===== src/rtl/nibble_rx_pkg.sv =====
package nibble_rx_pkg;
  localparam int LINE_W = 5;
  localparam int NIB_W  = 4;
  localparam int BUSY_BIT = 4;
  localparam int WAKE_BIT = 3;

  typedef enum logic [1:0] {
    ST_IDLE,
    ST_WAIT_HI,
    ST_HOLD,
    ST_RESYNC
  } rx_state_t;
endpackage


===== src/rtl/nrx_sync.sv =====
module nrx_sync #(
  parameter int          W       = 5,
  parameter logic [W-1:0] RST_VAL = '1
) (
  input  logic         clk,
  input  logic         rst,
  input  logic [W-1:0] d,
  output logic [W-1:0] q
);
  logic [W-1:0] meta;

  always_ff @(posedge clk) begin
    if (rst) begin
      meta <= RST_VAL;
      q    <= RST_VAL;
    end else begin
      meta <= d;
      q    <= meta;
    end
  end
endmodule


===== src/rtl/nrx_filter.sv =====
module nrx_filter #(
  parameter int          W       = 5,
  parameter logic [W-1:0] RST_VAL = '1
) (
  input  logic         clk,
  input  logic         rst,
  input  logic [W-1:0] d,
  output logic [W-1:0] q
);
  logic [W-1:0] last;

  // A value passes only once two consecutive samples agree.
  always_ff @(posedge clk) begin
    if (rst) begin
      last <= RST_VAL;
      q    <= RST_VAL;
    end else begin
      last <= d;
      if (d == last) q <= d;
    end
  end
endmodule


===== src/rtl/nrx_ctrl.sv =====
module nrx_ctrl
  import nibble_rx_pkg::*;
#(
  parameter int TIMEOUT_CYCLES = 100000
) (
  input  logic              clk,
  input  logic              rst,
  input  logic [LINE_W-1:0] lines_f,
  input  logic              out_ready,
  output logic              ack_out,
  output logic [2*NIB_W-1:0] out_data,
  output logic              out_valid,
  output logic              irq,
  output logic              err
);
  localparam int CNT_W = $clog2(TIMEOUT_CYCLES + 1);
  localparam logic [CNT_W-1:0] CNT_LAST = CNT_W'(TIMEOUT_CYCLES - 1);

  rx_state_t        state;
  logic [NIB_W-1:0] lo_nib;
  logic [CNT_W-1:0] cnt;
  logic             wake_prev;
  logic             busy;
  logic [NIB_W-1:0] nib;

  assign busy = lines_f[BUSY_BIT];
  assign nib  = lines_f[NIB_W-1:0];

  always_ff @(posedge clk) begin
    if (rst) begin
      state     <= ST_IDLE;
      ack_out   <= 1'b0;
      out_data  <= '0;
      out_valid <= 1'b0;
      irq       <= 1'b0;
      err       <= 1'b0;
      lo_nib    <= '0;
      cnt       <= '0;
      wake_prev <= 1'b1;
    end else begin
      irq       <= 1'b0;
      err       <= 1'b0;
      wake_prev <= lines_f[WAKE_BIT];
      case (state)
        ST_IDLE: begin
          if (!busy) begin
            lo_nib  <= nib;
            ack_out <= 1'b1;
            cnt     <= '0;
            state   <= ST_WAIT_HI;
          end else if (wake_prev && !lines_f[WAKE_BIT]) begin
            irq <= 1'b1;
          end
        end
        ST_WAIT_HI: begin
          if (busy) begin
            out_data  <= {nib, lo_nib};
            out_valid <= 1'b1;
            ack_out   <= 1'b0;
            state     <= ST_HOLD;
          end else if (cnt == CNT_LAST) begin
            err     <= 1'b1;
            ack_out <= 1'b0;
            state   <= ST_RESYNC;
          end else begin
            cnt <= cnt + 1'b1;
          end
        end
        ST_HOLD: begin
          if (out_ready) begin
            out_valid <= 1'b0;
            state     <= ST_IDLE;
          end
        end
        default: begin
          if (busy) state <= ST_IDLE;
        end
      endcase
    end
  end
endmodule


===== src/rtl/nibble_rx.sv =====
module nibble_rx
  import nibble_rx_pkg::*;
#(
  parameter int TIMEOUT_CYCLES = 100000
) (
  input  logic       clk,
  input  logic       rst,
  input  logic [4:0] lines_in,
  input  logic       out_ready,
  output logic       ack_out,
  output logic [7:0] out_data,
  output logic       out_valid,
  output logic       irq,
  output logic       err
);
  logic [LINE_W-1:0] lines_s;
  logic [LINE_W-1:0] lines_f;

  nrx_sync #(.W(LINE_W), .RST_VAL('1)) u_sync (
    .clk(clk), .rst(rst), .d(lines_in), .q(lines_s)
  );

  nrx_filter #(.W(LINE_W), .RST_VAL('1)) u_filt (
    .clk(clk), .rst(rst), .d(lines_s), .q(lines_f)
  );

  nrx_ctrl #(.TIMEOUT_CYCLES(TIMEOUT_CYCLES)) u_ctrl (
    .clk(clk), .rst(rst), .lines_f(lines_f), .out_ready(out_ready),
    .ack_out(ack_out), .out_data(out_data), .out_valid(out_valid),
    .irq(irq), .err(err)
  );
endmodule


===== config.mk =====
export PLATFORM = sky130hd
export DESIGN_NAME = nibble_rx
export DESIGN_NICKNAME = d
export VERILOG_FILES = /design/src/rtl/nibble_rx_pkg.sv /design/src/rtl/nrx_sync.sv /design/src/rtl/nrx_filter.sv /design/src/rtl/nrx_ctrl.sv /design/src/rtl/nibble_rx.sv
export SDC_FILE = /design/constraint.sdc
export NUM_CORES = 1
export LEC_CHECK = 0
export BUFFER_PORTS_ARGS = -buffer_cell sky130_fd_sc_hd__buf_2
export CORE_MARGIN = 1.5
export CORE_UTILIZATION = 45
export CTS_BUF_LIST = sky130_fd_sc_hd__clkbuf_4 sky130_fd_sc_hd__clkbuf_8
export DETAILED_ROUTE_END_ITERATION = 10
export PLACE_DENSITY = 0.64
export SLEW_MARGIN = 20
export SYNTH_ARGS = -nofsm -noshare
export SYNTH_HDL_FRONTEND = slang
export SYNTH_HIERARCHICAL = 1
export SYNTH_SLANG_ARGS = --single-unit

===== constraint.sdc =====
create_clock -name clk -period 4.3 [get_ports clk]
set_input_delay 0.215 -clock clk [delete_from_list [all_inputs] [get_ports clk]]
set_output_delay 0.215 -clock clk [all_outputs]
set_load 0.1 [all_outputs]

## Yosys cells after proc, flatten, opt, wreduce, memory -nomap -nowiden

Index checks and enable logic that the tools add are counted.

- Bits in registers: 56
- Input port bits: 8
- Output and inout bits: 12
- Logic and storage cells: 60

- $add $sub $neg: 1
- Equal/unequal tests: 10
- Muxes and demuxes: 19
- Bitwise operators: 3
- Reductions and logical operators: 14

Operators with widths:

| operator | count |
|---|---|
| $mux W17 | 3 |
| $pmux W17 S2 | 1 |
| $add A17 B1 Y17 const B | 1 |
| $eq A17 B17 Y1 const B | 1 |
| $mux W2 | 5 |
| $ne A2 B2 Y1 const B | 5 |
| $reduce_and A4 Y1 | 2 |
| $mux W1 | 7 |
| $pmux W2 S3 | 1 |
| $reduce_and A3 Y1 | 2 |
| $reduce_or A3 Y1 | 2 |
| $eq A5 B5 Y1 | 1 |
| $pmux W1 S2 | 2 |
| $reduce_and A2 Y1 | 2 |
| $reduce_bool A2 Y1 | 2 |
| $reduce_bool A4 Y1 | 1 |
| $ne A3 B2 Y1 const B | 1 |
| $not A1 Y1 | 3 |
| $eq A2 B1 Y1 const B | 1 |
| $eq A2 B2 Y1 const B | 1 |
| $logic_not A2 Y1 | 1 |
| $logic_and A1 B1 Y1 | 1 |
| $logic_not A1 Y1 | 1 |

## Depth between registers and ports, before layout

- Word-level depth: 4
- Mapped depth: 6
- Mapped depth without buffers: 5

## Hierarchy

Netlist, hierarchy kept.

Modules (own cells, without submodules):

| module | instances | cells each | area each (um^2) | sequential area each (um^2) |
|---|---|---|---|---|
| nrx_ctrl | 1 | 197 | 1630.3 | 720.7 |
| nrx_filter | 1 | 39 | 399.1 | 200.2 |
| nrx_sync | 1 | 20 | 262.8 | 200.2 |

## Worst setup path before layout

Ideal clock, no wire load.

- Path kind: register -> register
- From: register u_ctrl.cnt[1]
- To: register u_ctrl.cnt[14]
- Setup time: 71 ps
- Arrival time: 1722 ps
- Required time: 4229 ps
- Path slack: 2508 ps
- Stages on the path, launching flop included: 6
- Path buffers: 0
- Clock period less this slack: 1792 ps
- Cell sequence: dfxtp_1 > ha_1 > nand4_1 > or3_1 > or3_1 > a21oi_1

- Longest elaborated chain between the ends: 4
- Elaborated cells between the ends (all ways): 7
- Those cells by class: add/sub: 1; eq/ne: 2; mux: 3; reduce/logical: 1

RTL lines:

| element | RTL line | text |
|---|---|---|
| from (decl) | nrx_ctrl.sv:21 | `logic [CNT_W-1:0] cnt;` |
| from (signal assigned) | nrx_ctrl.sv:66 | `cnt <= cnt + 1'b1;` |
| $add A17 B1 Y17 | nrx_ctrl.sv:66 |  |
| $mux W17 | nrx_ctrl.sv:61 | `end else if (cnt == CNT_LAST) begin` |
| $mux W17 | nrx_ctrl.sv:56 | `if (busy) begin` |
| $pmux W17 S2 | nrx_ctrl.sv:44 | `case (state)` |

Several ways; a longest one is shown, not always the timed one. The select of a mux whose other input is x is not followed.
A chain may end at the register's enable or synchronous reset.

## Final worst setup path

- From: register u_ctrl.cnt[6]
- To: register u_ctrl.cnt[7]

Same word-level chain as after synthesis.

==> results.md <==
* Result of the run: finished, final reports clean
* Switching power share of the total at 24.7%
* Grt total ovfl at 0
* Remaining number of nets flagged by the antenna check after routing at 0
* Seq pwr share at 61.0%
* Minimum setup slack after placement at 2.21 ns
* Category of the worst setup path capture point: register
* Proportion of netlist area held by the largest area contributor at 48.9%
* Library cell occupying the most area in the post-synthesis netlist: sky130_fd_sc_hd__dfxtp_1
* Height of the die at 74.4 um
* Clock insertion delay at the later pin of the skew report at 0.30 ns
* Hold Worst Slack at 0.0806 ns
* Post-synthesis area per instance at 8.95 um2
* Critical path required time at 4.49 ns
* Peak supply drop at 0.214 mV
* Dpl hpwl at 2.89 mm
* Number of rows in the core area at 25
* Post-synth design cell area at 2290 um2
* Final Critical Period at 2.12 ns
* DRT Pass-1 Iters at 4
* Worst Tran Pin Value at 0.780 ns
* Weighted congestion reported at the end of routability-driven placement at 0.802
* Chip width at 74.4 um
* Initial antenna violation count at 0
* Top-Level Pins at 20
* CTS sink count at 56
* Antenna diode count at 0
* Total cell area at the placement stage at 2420 um2
* Total CTS buffers at 5
* Relative max-transition margin at 48.0%
* Number of global-route vias before repair at 1553
* Fmax achieved at 471 MHz
* Clock Power Share at 32.7%
* Crit path arrival time at 2.32 ns
* Final setup TNS at 0 ns
* Layout Skew at 0.0106 ns
* Effective utilization at floorplan at 47.6%
* Wire per inst at 12.7 um
* Net total in the final layout at 279
* CTS clock-pin slew for the worst setup and hold paths at 0.11 ns
* Pwr Density at 350 nW/um2
* Area of the core at 4820 um2
* Power share of the combinational group at 6.3%
* TritonCTS clock tree: yes
* Max-cap violation count at 0
* Worst Hold Class: in2reg
* Multiplexer share of the synthesized area at 2.18%
* DIE AREA at 5530 um2
* Count of buffers inserted at the top-level ports at 19
* Maximum number of pins on one net before global-route repair at 49
* Final critical-path setup slack at 2.18 ns
* GRT Total Usage at 16.5%
* Number of instances in the synthesized netlist at 256
* Layout cell share with drive strength beyond 1 at 14.0%
* Number of filler cells placed in the layout at 467
* Number of synthesized register bits at 56
* Number of buffers on the longest clock path at 2
* Internal power summed over all cells at 0.663 mW
* Yosys synthesis warning count at 6
* Net Count, Synth at 265
* Path type of the worst setup path: reg2reg
* Post-synth EDFFs at 0
* Number of levels in the clock H-tree at 2
* Setup repair after global routing missed its margin: false
* Number of vias after detailed routing at 1788
* Via/cell ratio at 5.29
* Portion of the post-synthesis area used by sequential elements at 48.9%
* Cts hold-fix bufs at 0
* FFs w/ async S/R, synth at 0%
* Synthesized-area fraction occupied by ao, oa, aoi and oai cells at 13.9%
* Post-synth cell types at 47
* Main combinational cell family by area after synthesis: simple AND/OR/NAND/NOR gates
* Power spent charging and discharging nets at 0.217 mW
* Commonest register cell after synthesis: sky130_fd_sc_hd__dfxtp_1
* Synth Area in XOR/XNOR at 3.06%
* Adder-cell share of the synthesized area at 0.546%
* Top post-synthesis cells by area: sky130_fd_sc_hd__dfxtp_1 (49%), sky130_fd_sc_hd__a21oi_1 (5.9%), sky130_fd_sc_hd__nand2_1 (4.1%), sky130_fd_sc_hd__nand3_1 (3.5%), sky130_fd_sc_hd__or2_1 (3.3%)
* Number of endpoints failing setup at the final stage at 0
* Overall routed net length at 4.31 mm
* Final Max Tran Viols at 0
* Peak fanout along the critical path at 12
* Final Hold Viols at 0
* Synthesized-area fraction occupied by and/or/nand/nor cells at 27.7%
* Quantity of gates resized following cts at 0
* Clock tree root buffer cell: sky130_fd_sc_hd__clkbuf_8
* Post-CTS Setup Repair Bufs at 0
* Nature of the critical path startpoint: register
* First-pass GRT wire length at 7.22 mm
* Final worst-path cycle share at 49.4%
* Synth-to-Final Area Change at 9.72%
* Final cell area excluding filler cells at 2510 um2
* Total leakage power at 0.878 nW
* Iter 0 DRT Violations at 149
* Number of remaining DRC errors at 0
-- power groups by stage --
stage | combinational [mW] | clock, mW | sequential [mW]
CTS | 0.0560 | 0.298 | 0.537
global route | 0.0602 | 0.317 | 0.539
finish | 0.0552 | 0.288 | 0.537
detailed placement | 0.0559 | 0 | 0.549
floorplan | 0.0339 | 0 | 0.558
global placement | 0.0555 | 0 | 0.549
-- cell usage after synthesis, drive strengths merged (4+ instances only) --
| master | number |
|---|---|
| dfxtp | 56 |
| a21oi | 27 |
| nand2 | 26 |
| nor2 | 18 |
| nand3 | 16 |
| or2 | 15 |
| o21ai | 14 |
| clkbuf | 10 |
| inv | 8 |
| nor4 | 8 |
| or3 | 7 |
| mux2i | 5 |
| nor3 | 4 |
| xnor2 | 4 |
| xor2 | 4 |
-- critical path: stages, from the launching register on --
cell	delay [ns]
sky130_fd_sc_hd__dfxtp_1	0.39
sky130_fd_sc_hd__or4b_4	0.56
sky130_fd_sc_hd__nor4_4	0.61
sky130_fd_sc_hd__a211oi_1	0.21
sky130_fd_sc_hd__o221a_1	0.25
-- cell type report --
cell class / instances / area (um2) / share of cell area [%]
Sequential cell: 56 / 1120 / 44.6
Multi-Input combinational cell: 179 / 1090 / 43.2
Timing Repair Buffer: 20 / 103 / 4.08
Tap cell: 67 / 83.8 / 3.33
Clock buffer: 5 / 68.8 / 2.74
Inverter: 8 / 30.0 / 1.19
Clock inverter: 3 / 21.3 / 0.846
-- logic make-up after synthesis --
group | count (synthesis)
muxes | 5
buffers and inverters | 21
AOI/OAI and AO/OA | 55
xor gates and xnor gates | 8
DFF | 56
and+or+nand+nor | 110
adders and majority gates | 1
-- metrics by stage --
stage | util (%) | std cells | total power, mW
after floorplan | - | 256 | 0.592
after global placement | 50.3 | 330 | 0.604
final | 52.2 | 338 | 0.880
after global routing | 52.2 | 338 | 0.916
after CTS | 52.2 | 338 | 0.891
after detailed placement | 50.3 | 330 | 0.605
-- worst paths after layout --
| kind | start | endpoint | slack (ns) | cells after the start |
|---|---|---|---|---|
| worst min-delay path | lines_in[0] | u_sync/meta[0]$_SDFF_PP1_ | 0.08 | 2 |
| worst min register to register | u_sync/meta[3]$_SDFF_PP1_ | u_sync/q[3]$_SDFF_PP1_ | 0.41 | 1 |
| worst max-delay path | u_ctrl/cnt[6]$_SDFFE_PP0P_ | u_ctrl/cnt[7]$_SDFFE_PP0P_ | 2.18 | 4 |
| worst max register to register | u_ctrl/cnt[6]$_SDFFE_PP0P_ | u_ctrl/cnt[7]$_SDFFE_PP0P_ | 2.18 | 4 |
-- cells in the final DEF (no fill, tap or decap), types with 2 or more instances in the layout --
| master | count |
|---|---|
| sky130_fd_sc_hd__nor3_1 | 4 |
| sky130_fd_sc_hd__nand4_1 | 2 |
| sky130_fd_sc_hd__or2_2 | 3 |
| sky130_fd_sc_hd__a211oi_1 | 3 |
| sky130_fd_sc_hd__a21oi_1 | 27 |
| sky130_fd_sc_hd__clkbuf_8 | 5 |
| sky130_fd_sc_hd__or2_1 | 12 |
| sky130_fd_sc_hd__o21ai_1 | 3 |
| sky130_fd_sc_hd__or3_1 | 7 |
| sky130_fd_sc_hd__nand2_1 | 25 |
| sky130_fd_sc_hd__inv_1 | 8 |
| sky130_fd_sc_hd__nand3_1 | 16 |
| sky130_fd_sc_hd__dfxtp_1 | 56 |
| sky130_fd_sc_hd__nor2_1 | 18 |
| sky130_fd_sc_hd__buf_2 | 19 |
| sky130_fd_sc_hd__nor4_4 | 2 |
| sky130_fd_sc_hd__o21ai_0 | 11 |
| sky130_fd_sc_hd__xnor2_1 | 4 |
| sky130_fd_sc_hd__nor4_1 | 6 |
| sky130_fd_sc_hd__or3b_1 | 2 |
| sky130_fd_sc_hd__o21a_1 | 3 |
| sky130_fd_sc_hd__xor2_1 | 4 |
| sky130_fd_sc_hd__mux2i_1 | 5 |
-- routing by layer --
layer | up-vias | track usage [%] | share of wire, % | routed length (um)
met5 | - | 0 | 0 | 0
met4 | 0 | 3.64 | 0.44 | 19
met3 | 2 | 2.85 | 2.3 | 97
met2 | 27 | 24.5 | 44 | 1880
met1 | 831 | 25.1 | 54 | 2310
li1 | 928 | - | - | -
-- sequential cells by signal, indices dropped and copies added (netlist names) --
| name | count |
|---|---|
| u_ctrl/ack_out | 1 |
| u_ctrl/cnt | 17 |
| u_ctrl/err | 1 |
| u_ctrl/irq | 1 |
| u_ctrl/lo_nib | 4 |
| u_ctrl/out_data | 8 |
| u_ctrl/out_valid | 1 |
| u_ctrl/state | 2 |
| u_ctrl/wake_prev | 1 |
| u_filt/last | 5 |
| u_filt/q | 5 |
| u_sync/meta | 5 |
| u_sync/q | 5 |
No activity file was read; power rests on OpenSTA's default activity.
